$ cat src/rtl/smbus_xact_pkg.sv
package smbus_xact_pkg;
  localparam int MAX_STEPS = 6;
  localparam int STEP_W    = $clog2(MAX_STEPS);

  localparam logic [2:0] PROTO_QUICK = 3'd0;
  localparam logic [2:0] PROTO_BYTE  = 3'd1;
  localparam logic [2:0] PROTO_BDATA = 3'd2;
  localparam logic [2:0] PROTO_WORD  = 3'd3;
  localparam logic [2:0] PROTO_PCALL = 3'd4;
  localparam logic [2:0] PROTO_BLOCK = 3'd5;
  localparam logic [2:0] PROTO_I2CRD = 3'd6;

  typedef enum logic [2:0] {
    OP_START = 3'd0, OP_SEND = 3'd1, OP_RECV = 3'd2,
    OP_RECV_LAST = 3'd3, OP_RSTART = 3'd4, OP_STOP = 3'd5
  } bus_op_e;

  typedef enum logic [2:0] {
    WS_NONE, WS_ADDR_RAW, WS_ADDR_WR, WS_ADDR_RD, WS_CMD, WS_D0, WS_D1
  } wsel_e;

  typedef enum logic [1:0] {RS_NONE, RS_D0, RS_D1} rsel_e;

  typedef enum logic {RES_INTR, RES_BYTE_DONE} res_e;

  typedef struct packed {
    bus_op_e op;
    wsel_e   wsel;
    rsel_e   rsel;
    logic    last;
    res_e    res;
  } step_t;

  function automatic step_t mk(bus_op_e o, wsel_e w, rsel_e r, logic l, res_e s);
    step_t t;
    t.op = o; t.wsel = w; t.rsel = r; t.last = l; t.res = s;
    return t;
  endfunction

  function automatic logic proto_unsup(logic [2:0] p);
    return (p == PROTO_PCALL) || (p == 3'd7);
  endfunction
endpackage

$ cat src/rtl/smbus_xact_decode.sv
module smbus_xact_decode
  import smbus_xact_pkg::*;
(
  input  logic [2:0]        proto_i,
  input  logic              rd_i,
  input  logic [STEP_W-1:0] step_i,
  output step_t             step_o
);
  step_t fin;
  assign fin = mk(OP_STOP, WS_NONE, RS_NONE, 1'b1, RES_INTR);

  always_comb begin
    step_o = fin;
    case (proto_i)
      PROTO_QUICK:
        if (step_i == 0) step_o = mk(OP_START, WS_ADDR_RAW, RS_NONE, 1'b0, RES_INTR);
      PROTO_BYTE:
        case (step_i)
          0: step_o = mk(OP_START, WS_ADDR_RAW, RS_NONE, 1'b0, RES_INTR);
          1: step_o = rd_i ? mk(OP_RECV_LAST, WS_NONE, RS_D0, 1'b0, RES_INTR)
                           : mk(OP_SEND, WS_CMD, RS_NONE, 1'b0, RES_INTR);
          default: step_o = fin;
        endcase
      PROTO_BDATA:
        case (step_i)
          0: step_o = mk(OP_START, WS_ADDR_WR, RS_NONE, 1'b0, RES_INTR);
          1: step_o = mk(OP_SEND, WS_CMD, RS_NONE, 1'b0, RES_INTR);
          2: step_o = rd_i ? mk(OP_RSTART, WS_ADDR_RD, RS_NONE, 1'b0, RES_INTR)
                           : mk(OP_SEND, WS_D0, RS_NONE, 1'b0, RES_INTR);
          3: if (rd_i) step_o = mk(OP_RECV_LAST, WS_NONE, RS_D0, 1'b0, RES_INTR);
          default: step_o = fin;
        endcase
      PROTO_WORD:
        case (step_i)
          0: step_o = mk(OP_START, WS_ADDR_WR, RS_NONE, 1'b0, RES_INTR);
          1: step_o = mk(OP_SEND, WS_CMD, RS_NONE, 1'b0, RES_INTR);
          2: step_o = rd_i ? mk(OP_RSTART, WS_ADDR_RD, RS_NONE, 1'b0, RES_INTR)
                           : mk(OP_SEND, WS_D0, RS_NONE, 1'b0, RES_INTR);
          3: step_o = rd_i ? mk(OP_RECV, WS_NONE, RS_D0, 1'b0, RES_INTR)
                           : mk(OP_SEND, WS_D1, RS_NONE, 1'b0, RES_INTR);
          4: if (rd_i) step_o = mk(OP_RECV_LAST, WS_NONE, RS_D1, 1'b0, RES_INTR);
          default: step_o = fin;
        endcase
      PROTO_BLOCK:
        case (step_i)
          0: step_o = mk(OP_START, WS_ADDR_WR, RS_NONE, 1'b0, RES_BYTE_DONE);
          1: step_o = mk(OP_SEND, WS_CMD, RS_NONE, 1'b0, RES_BYTE_DONE);
          2: step_o = rd_i ? mk(OP_RSTART, WS_ADDR_RD, RS_NONE, 1'b0, RES_BYTE_DONE)
                           : mk(OP_SEND, WS_D0, RS_NONE, 1'b1, RES_BYTE_DONE);
          default: step_o = mk(OP_RECV, WS_NONE, RS_D0, 1'b1, RES_BYTE_DONE);
        endcase
      PROTO_I2CRD:  // R/W bit deliberately unused
        case (step_i)
          0: step_o = mk(OP_START, WS_ADDR_WR, RS_NONE, 1'b0, RES_BYTE_DONE);
          1: step_o = mk(OP_SEND, WS_D1, RS_NONE, 1'b0, RES_BYTE_DONE);
          2: step_o = mk(OP_RSTART, WS_ADDR_RD, RS_NONE, 1'b0, RES_BYTE_DONE);
          default: step_o = mk(OP_RECV, WS_NONE, RS_D0, 1'b1, RES_BYTE_DONE);
        endcase
      default: step_o = fin;
    endcase
  end
endmodule

$ cat src/rtl/smbus_xact_ctrl.sv
module smbus_xact_ctrl
  import smbus_xact_pkg::*;
(
  input  logic              clk_i,
  input  logic              rst_ni,
  input  logic              start_i,
  input  logic              unsup_i,
  input  logic              ack_i,
  input  logic              nack_i,
  input  logic              last_i,
  input  res_e              res_i,
  input  logic              op_stop_i,
  output logic              req_o,
  output logic              abort_o,
  output logic              launch_o,
  output logic              capture_o,
  output logic [STEP_W-1:0] step_o,
  output logic              done_o,
  output logic              busy_o,
  output logic              intr_o,
  output logic              bd_o,
  output logic              err_o
);
  typedef enum logic [1:0] {ST_IDLE, ST_RUN, ST_ABORT} state_e;
  state_e state_q;

  assign req_o     = (state_q != ST_IDLE);
  assign abort_o   = (state_q == ST_ABORT);
  assign launch_o  = start_i && (state_q == ST_IDLE);
  assign capture_o = (state_q == ST_RUN) && ack_i && !nack_i;

  always_ff @(posedge clk_i or negedge rst_ni) begin
    if (!rst_ni) begin
      state_q <= ST_IDLE;
      step_o  <= '0;
      done_o  <= 1'b0;
      busy_o  <= 1'b0;
      intr_o  <= 1'b0;
      bd_o    <= 1'b0;
      err_o   <= 1'b0;
    end else begin
      done_o <= 1'b0;
      case (state_q)
        ST_IDLE:
          if (start_i) begin
            intr_o <= 1'b0;
            bd_o   <= 1'b0;
            step_o <= '0;
            if (unsup_i) begin
              busy_o <= 1'b0;
              err_o  <= 1'b1;
              done_o <= 1'b1;
            end else begin
              err_o   <= 1'b0;
              busy_o  <= 1'b1;
              state_q <= ST_RUN;
            end
          end
        ST_RUN:
          if (ack_i) begin
            if (nack_i && !op_stop_i) begin
              state_q <= ST_ABORT;
            end else if (nack_i) begin
              state_q <= ST_IDLE;
              busy_o  <= 1'b0;
              err_o   <= 1'b1;
              done_o  <= 1'b1;
            end else if (last_i) begin
              state_q <= ST_IDLE;
              done_o  <= 1'b1;
              if (res_i == RES_INTR) begin
                intr_o <= 1'b1;
                busy_o <= 1'b0;
              end else begin
                bd_o <= 1'b1;
              end
            end else begin
              step_o <= step_o + {{(STEP_W-1){1'b0}}, 1'b1};
            end
          end
        default:
          if (ack_i) begin
            state_q <= ST_IDLE;
            busy_o  <= 1'b0;
            err_o   <= 1'b1;
            done_o  <= 1'b1;
          end
      endcase
    end
  end
endmodule

$ cat src/rtl/smbus_xact_seq.sv
module smbus_xact_seq
  import smbus_xact_pkg::*;
#(
  parameter int DATA_W = 8
) (
  input  logic              clk_i,
  input  logic              rst_ni,
  input  logic              start_i,
  input  logic [2:0]        proto_i,
  input  logic [DATA_W-1:0] addr_i,
  input  logic [DATA_W-1:0] cmd_i,
  input  logic [DATA_W-1:0] data0_i,
  input  logic [DATA_W-1:0] data1_i,
  output logic              eng_req_o,
  output logic [2:0]        eng_op_o,
  output logic [DATA_W-1:0] eng_wdata_o,
  input  logic              eng_ack_i,
  input  logic              eng_nack_i,
  input  logic [DATA_W-1:0] eng_rdata_i,
  output logic              done_o,
  output logic              sts_busy_o,
  output logic              sts_intr_o,
  output logic              sts_byte_done_o,
  output logic              sts_dev_err_o,
  output logic [DATA_W-1:0] data0_o,
  output logic [DATA_W-1:0] data1_o
);
  logic              launch, capture, abort;
  logic [STEP_W-1:0] step_idx;
  step_t             cur;
  logic [2:0]        proto_q;
  logic [DATA_W-1:0] addr_q, cmd_q, d0_q, d1_q;

  always_ff @(posedge clk_i or negedge rst_ni) begin
    if (!rst_ni) begin
      proto_q <= '0;
      addr_q  <= '0;
      cmd_q   <= '0;
      d0_q    <= '0;
      d1_q    <= '0;
    end else if (launch) begin
      proto_q <= proto_i;
      addr_q  <= addr_i;
      cmd_q   <= cmd_i;
      d0_q    <= data0_i;
      d1_q    <= data1_i;
    end else if (capture) begin
      if (cur.rsel == RS_D0) d0_q <= eng_rdata_i;
      if (cur.rsel == RS_D1) d1_q <= eng_rdata_i;
    end
  end

  smbus_xact_decode u_dec (
    .proto_i (proto_q),
    .rd_i    (addr_q[0]),
    .step_i  (step_idx),
    .step_o  (cur)
  );

  smbus_xact_ctrl u_ctrl (
    .clk_i     (clk_i),
    .rst_ni    (rst_ni),
    .start_i   (start_i),
    .unsup_i   (proto_unsup(proto_i)),
    .ack_i     (eng_ack_i),
    .nack_i    (eng_nack_i),
    .last_i    (cur.last),
    .res_i     (cur.res),
    .op_stop_i (abort || (cur.op == OP_STOP)),
    .req_o     (eng_req_o),
    .abort_o   (abort),
    .launch_o  (launch),
    .capture_o (capture),
    .step_o    (step_idx),
    .done_o    (done_o),
    .busy_o    (sts_busy_o),
    .intr_o    (sts_intr_o),
    .bd_o      (sts_byte_done_o),
    .err_o     (sts_dev_err_o)
  );

  assign eng_op_o = abort ? OP_STOP : cur.op;

  always_comb begin
    eng_wdata_o = '0;
    if (!abort) begin
      case (cur.wsel)
        WS_ADDR_RAW: eng_wdata_o = addr_q;
        WS_ADDR_WR:  eng_wdata_o = {addr_q[DATA_W-1:1], 1'b0};
        WS_ADDR_RD:  eng_wdata_o = {addr_q[DATA_W-1:1], 1'b1};
        WS_CMD:      eng_wdata_o = cmd_q;
        WS_D0:       eng_wdata_o = d0_q;
        WS_D1:       eng_wdata_o = d1_q;
        default:     eng_wdata_o = '0;
      endcase
    end
  end

  assign data0_o = d0_q;
  assign data1_o = d1_q;
endmodule

$ cat config.mk
export PLATFORM = sky130hd
export DESIGN_NAME = smbus_xact_seq
export DESIGN_NICKNAME = d
export VERILOG_FILES = /design/src/rtl/smbus_xact_pkg.sv /design/src/rtl/smbus_xact_decode.sv /design/src/rtl/smbus_xact_ctrl.sv /design/src/rtl/smbus_xact_seq.sv
export SDC_FILE = /design/constraint.sdc
export NUM_CORES = 1
export LEC_CHECK = 0
export BUFFER_PORTS_ARGS = -buffer_cell sky130_fd_sc_hd__buf_2
export CAP_MARGIN = 20
export CORE_AREA = 3 3 85 87
export CTS_CLUSTER_SIZE = 10
export DETAILED_ROUTE_END_ITERATION = 12
export DIE_AREA = 0 0 88 90
export PLACE_DENSITY = 0.75
export SLEW_MARGIN = 20
export SYNTH_ARGS = -nofsm -noshare
export SYNTH_HDL_FRONTEND = slang
export SYNTH_HIERARCHICAL = 1
export SYNTH_SLANG_ARGS = --single-unit
$ cat constraint.sdc
create_clock -name clk_i -period 2.16 [get_ports clk_i]
set_input_delay 0.216 -clock clk_i [delete_from_list [all_inputs] [get_ports clk_i]]
set_output_delay 0.216 -clock clk_i [all_outputs]
set_load 0.005 [all_outputs]
# Yosys cells after proc, flatten, opt, wreduce, memory -nomap -nowiden
# Cells that the tools add are included.
totals:
  regBits: 45
  output_inout_bits: 33
op_classes:
  n_addsub: 1
  n_eq_ne: 35
  mux: 72
  reduce_logical: 25
op_table:
  columns: ["cell", "n"]
  rows:
  - ["$pmux 10 s3", 2]
  - ["$pmux 10 s6", 1]
  - ["$mux 8", 7]
  - ["$mux 10", 5]
  - ["$pmux 10 s5", 1]
  - ["$pmux 8 s6", 1]
  - ["$pmux 10 s4", 1]
  - ["$mux 1", 31]
  - ["$eq 3x3->1 const B", 9]
  - ["$ne 2x2->1 const B", 10]
  - ["$pmux 10 s2", 1]
  - ["$eq 3x2->1 const B", 6]
  - ["$mux 3", 6]
  - ["$mux 9", 2]
  - ["$mux 2", 7]
  - ["$reduce_and 7->1", 2]
  - ["$reduce_and 6->1", 2]
  - ["$reduce_bool 2->1", 6]
  - ["$pmux 1 s2", 5]
  - ["$reduce_and 5->1", 2]
  - ["$eq 3x1->1 const B", 3]
  - ["$logic_not 3->1", 2]
  - ["$ne 3x3->1 const B", 2]
  - ["$pmux 3 s2", 1]
  - ["other kinds (10)", 18]

# Longest topological paths before layout
depth:
  ltp_word: 10
  ltp_mapped: 12
  mapped_depth_nobuf: 10

# By module
# The synthesis kept the hierarchy.
modules_own_cells:
  columns: ["module", "instances", "cells_each", "area_per_inst_um2", "seq_area_each_um2"]
  rows:
  - ["smbus_xact_seq", 1, 187, 1881.8, 875.8]
  - ["smbus_xact_ctrl", 1, 55, 554.3, 250.2]
  - ["smbus_xact_decode", 1, 74, 495.5, 0.0]

# Worst setup path after synthesis
# OpenSTA, ideal clock, no wires.
synth_path:
  path_kind: "register to output"
  from: "reg proto_q[1]"
  to: "out eng_wdata_o[2]"
  t_arrival_ps: 2148
  slack_ps: -204
  stages_incl_launch_ff: 10
  path_cell_list: "dfrtp_1 > buf_6 > nand2b_1 > o21ai_0 > a22oi_1 > o32ai_1 > buf_6 > mux2i_1 > or2_0 > a311oi_2"
synth_lines:
  columns: ["item", "line", "rtl"]
  rows:
  - ["start, declared", "smbus_xact_seq.sv:31", "logic [2:0] proto_q;"]
  - ["start signal, assigned", "smbus_xact_seq.sv:42", "proto_q <= proto_i;"]
  - ["end, declared", "smbus_xact_seq.sv:16", "output logic [DATA_W-1:0] eng_wdata_o,"]

==> impl_metrics.py <==
metrics = {
    "outcome": {
        "run_status": "complete, but fails checks",
        "violations": "hold timing, setup timing",
    },
    "setup_path": {
        "cp_slowest_stage_delay_ns": 0.46,
        "cp.arrival_ns": 2.33,
        "cp-start-kind": "flop",
        "cp_cell_sequence": "nand2b_4 > o21ai_2 > a22oi_2 > o32ai_2 > buf_4 > buf_6 > mux2i_1 > or2_1 > a311oi_2 > buf_2",
        "cp-end-kind": "output port",
        "crit_fanout": 7,
        "crit_type": "reg2out",
        "cp_slowest_cell": "dfrtp_2",
        "required_ns": 1.94,
        "r2r_slack_ns": -0.28,
    },
    "die": {
        "die_h_um": 90,
        "dieArea_sq_um": 7920,
        "floorplan.initialDensity_pct": 45.6,
        "rows": 29,
        "pin_count": 81,
        "core_sq_um": 6420,
        "fp.dieW_um": 88,
    },
    "yosys": {
        "synth_warnings": 6,
        "ys_dominant_reg_cell": "dfrtp_1",
        "syn_area_sq_um": 2930,
        "syn_area_per_cell_sq_um": 9.28,
        "ys_types": 61,
        "syn_nets": 365,
        "ys_ff_latch": 45,
        "syn_inst": 316,
        "synth_edf_count": 0,
        "async_flop_share_pct": 100,
        "synth_seq_area_share_pct": 38.4,
    },
    "place": {
        "dpl.hpwl_um": 6020,
        "place_inst": 496,
        "portBuffers": 80,
        "gp_congestion": 0.967,
    },
    "flow_run": {
        "cap_violations": 0,
    },
    "timing": {
        "fin_crit_sh_pct": 118,
        "worst_slew_pin_slew_ns": 0.587,
        "fin_setup_tns_ns": -4.29,
        "drv_slew": 0,
        "relSlewSlack_pct": 60.9,
        "setup_ws_ns": -0.387,
        "period_needed_ns": 2.55,
        "whs_ns": -0.0141,
        "clock_skew_ns": 0.0105,
        "rsz0062_at_grt": "true",
        "setup_violations": 22,
        "fmax_mhz": 393,
        "hold_viol_final": 22,
    },
    "final_layout": {
        "antenna_cells": 0,
        "num-fill-cells": 501,
        "syn_to_final_growth_pct": 40.9,
        "drive_gt1_share_pct": 53.2,
        "finalNonFillerCells": 515,
        "final_nets": 486,
    },
    "power": {
        "pwr-share-clk_pct": 8.5,
        "switching_power_mw": 2.66,
        "internal-power_mw": 3.78,
        "p_per_area_nw_per_um2": 1560,
        "power_leakage_nw": 1.91,
        "combPwrFrac_pct": 66.1,
        "seqPwrFrac_pct": 25.4,
        "vdd_drop_max_v": 0.000749,
        "sw_frac_of_total_pct": 41.3,
    },
    "clock_tree": {
        "cts-buffers-inserted": 5,
        "root_buffer": "clkbuf_8",
        "cts_tree": "done",
        "h-tree-depth": 2,
        "cts.sinks": 45,
        "cts_hold_buf": 0,
        "clock_latency_ns": 0.30,
        "clk_path_buf_depth": 2,
        "clkTransAtPathRegs_ns": 0.09,
    },
    "global_route": {
        "grt_max_degree": 53,
        "first_global_vias": 2745,
        "grt-ovfl-total": 0,
        "antenna_found_initial": 0,
        "grt_util_all_layers_pct": 21.5,
        "grt_pass1_wl_um": 13500,
    },
    "routing": {
        "route.detailed.vias_per_inst": 5.60,
        "dr.pass1.iters": 5,
        "drc": 0,
        "first_iter_violations": 132,
        "vias": 2886,
        "wl_per_cell_um": 17.2,
        "ant_nets": 0,
        "postRouteWirelength_um": 8880,
    },
    "worst_hold_path": {
        "hp-class": "in2async",
    },
}
worst paths after layout:
| path | start | to | depth (start not counted) |
|---|---|---|---|
| worst max-delay path | proto_q[1] | eng_wdata_o[5] | 10 |
| worst min-delay path | rst_ni | u_ctrl/intr_o | 2 |
| worst max register to register | proto_q[1] | u_ctrl/busy_o | 11 |
| worst min register to register | u_ctrl/bd_o | u_ctrl/bd_o | 1 |
| max in group asynchronous | rst_ni | proto_q[1] | 2 |
| min in group clk_i | addr_i[7] | addr_q[7] | 2 |
timing repair:
item                                    in CTS  in global routing
endpoints found under the setup margin      16                 35
pin swaps                                   14                 15
gates resized for setup                     26                 43
gates cloned                                 0                  0
setup buffers                                7                  4
cell usage after synthesis, drive strengths merged (2+ instances only):
| cell type | n | area, sq um |
|---|---|---|
| nor3b | 2 | 20.0 |
| a22oi | 2 | 15.0 |
| and3b | 2 | 17.5 |
| dfrtp | 45 | 1130 |
| o32ai | 2 | 25.0 |
| nand2b | 6 | 37.5 |
| mux2i | 12 | 120 |
| and2b | 2 | 20.0 |
| a311oi | 7 | 92.6 |
| nor2 | 11 | 41.3 |
| a21o | 3 | 22.5 |
| a31oi | 3 | 18.8 |
| a22o | 2 | 17.5 |
| o21ai | 10 | 53.8 |
| inv | 6 | 22.5 |
| or2 | 11 | 68.8 |
| nand2 | 35 | 131 |
| buf | 15 | 121 |
| nor2b | 24 | 153 |
| nand3b | 8 | 60.1 |
| a21oi | 45 | 225 |
| and2 | 2 | 12.5 |
| mux2 | 20 | 225 |
| nor3 | 5 | 25.0 |
| clkbuf | 11 | 41.3 |
critical path, delay by kind of cell (launching register included):
family / cells / cell delay [ns]
AO/OA/AOI/OAI: 4 / 0.60
buffers and inverters: 3 / 0.51
flip-flops: 1 / 0.46
AND/OR/NAND/NOR: 2 / 0.39
multiplexers: 1 / 0.06
flip-flops by register name, summed over array words and instances, names as in the netlist:
| register | flops |
|---|---|
| u_ctrl/state_q | 2 |
| u_ctrl/intr_o | 1 |
| cmd_q | 8 |
| data1_o | 8 |
| u_ctrl/step_o | 3 |
| u_ctrl/done_o | 1 |
| addr_q | 8 |
| data0_o | 8 |
| u_ctrl/bd_o | 1 |
| proto_q | 3 |
| u_ctrl/err_o | 1 |
| u_ctrl/busy_o | 1 |
metrics by stage:
stage	area [sq um]	utilization (%)	power [mW]	worst slack, ns
2_1_floorplan	2960	-	3.84	-0.0291
3_3_place_gp	3680	57.4	5.16	-0.133
3_5_place_dp	3680	57.4	5.24	-0.147
4_1_cts	3920	61.0	6.10	-0.377
5_1_grt	4130	64.3	6.85	-0.516
6_report	4130	64.3	6.44	-0.387
logic make-up after synthesis:
kind of cell / Yosys count / synth area share [%]
AND/OR/NAND/NOR: 116 / 22.2
AO/OA/AOI/OAI: 88 / 20.2
flip-flops: 45 / 38.4
buffers and inverters: 32 / 6.32
multiplexers: 32 / 11.8
XOR/XNOR: 2 / 0.598
adder cells (fa/ha/maj): 1 / 0.427
routing by layer:
layer | vias to the layer above | routed length, um | track usage, %
li1 | 1364 | - | -
met1 | 1394 | 3740 | 28.0
met2 | 112 | 4420 | 34.9
met3 | 16 | 532 | 4.57
met4 | 0 | 188 | 7.42
met5 | - | 0 | 0
power groups by stage:
stage | sequential [mW] | clock (mW) | combinational (mW)
5_1_grt | 1.69 | 0.584 | 4.58
3_3_place_gp | 1.60 | 0 | 3.55
4_1_cts | 1.61 | 0.555 | 3.93
2_1_floorplan | 1.50 | 0 | 2.35
6_report | 1.64 | 0.548 | 4.25
3_5_place_dp | 1.61 | 0 | 3.62
cells in the final DEF, fill, tap and decap left out, types with 2 or more instances in the layout:
cell type / instances
nor2b_1: 20
dfrtp_2: 6
dfrtp_1: 39
clkbuf_8: 5
a22o_1: 2
a31oi_1: 3
clkinvlp_4: 2
inv_1: 6
or2_4: 2
mux2i_1: 12
nand2b_4: 4
nor3b_2: 2
and2b_4: 2
o21ai_1: 2
a21oi_2: 15
nor2_1: 9
a21oi_1: 30
nand2b_1: 2
buf_4: 49
a21o_1: 3
nor2_2: 2
buf_6: 9
o21ai_2: 2
nand3b_1: 8
nor2b_4: 3
nor3_2: 3
nor3_1: 2
o32ai_2: 2
mux2_2: 20
or2_1: 7
buf_2: 80
o21ai_4: 2
o21ai_0: 4
or2_2: 2
a311oi_2: 6
nand2_1: 35
buf_12: 2
cell type report:
class                   instances  area [sq um]  share of cell area (%)
repair buffers                140           910                    22.0
inverters                       6          22.5                   0.545
flip-flops and latches         45          1130                    27.4
clock inverters                 2          15.0                   0.364
well taps                      77          96.3                    2.33
clock buffers                   6          72.6                    1.76
multi-input cells             239          1880                    45.5
Note: power is estimated with default switching activity, not from simulation.
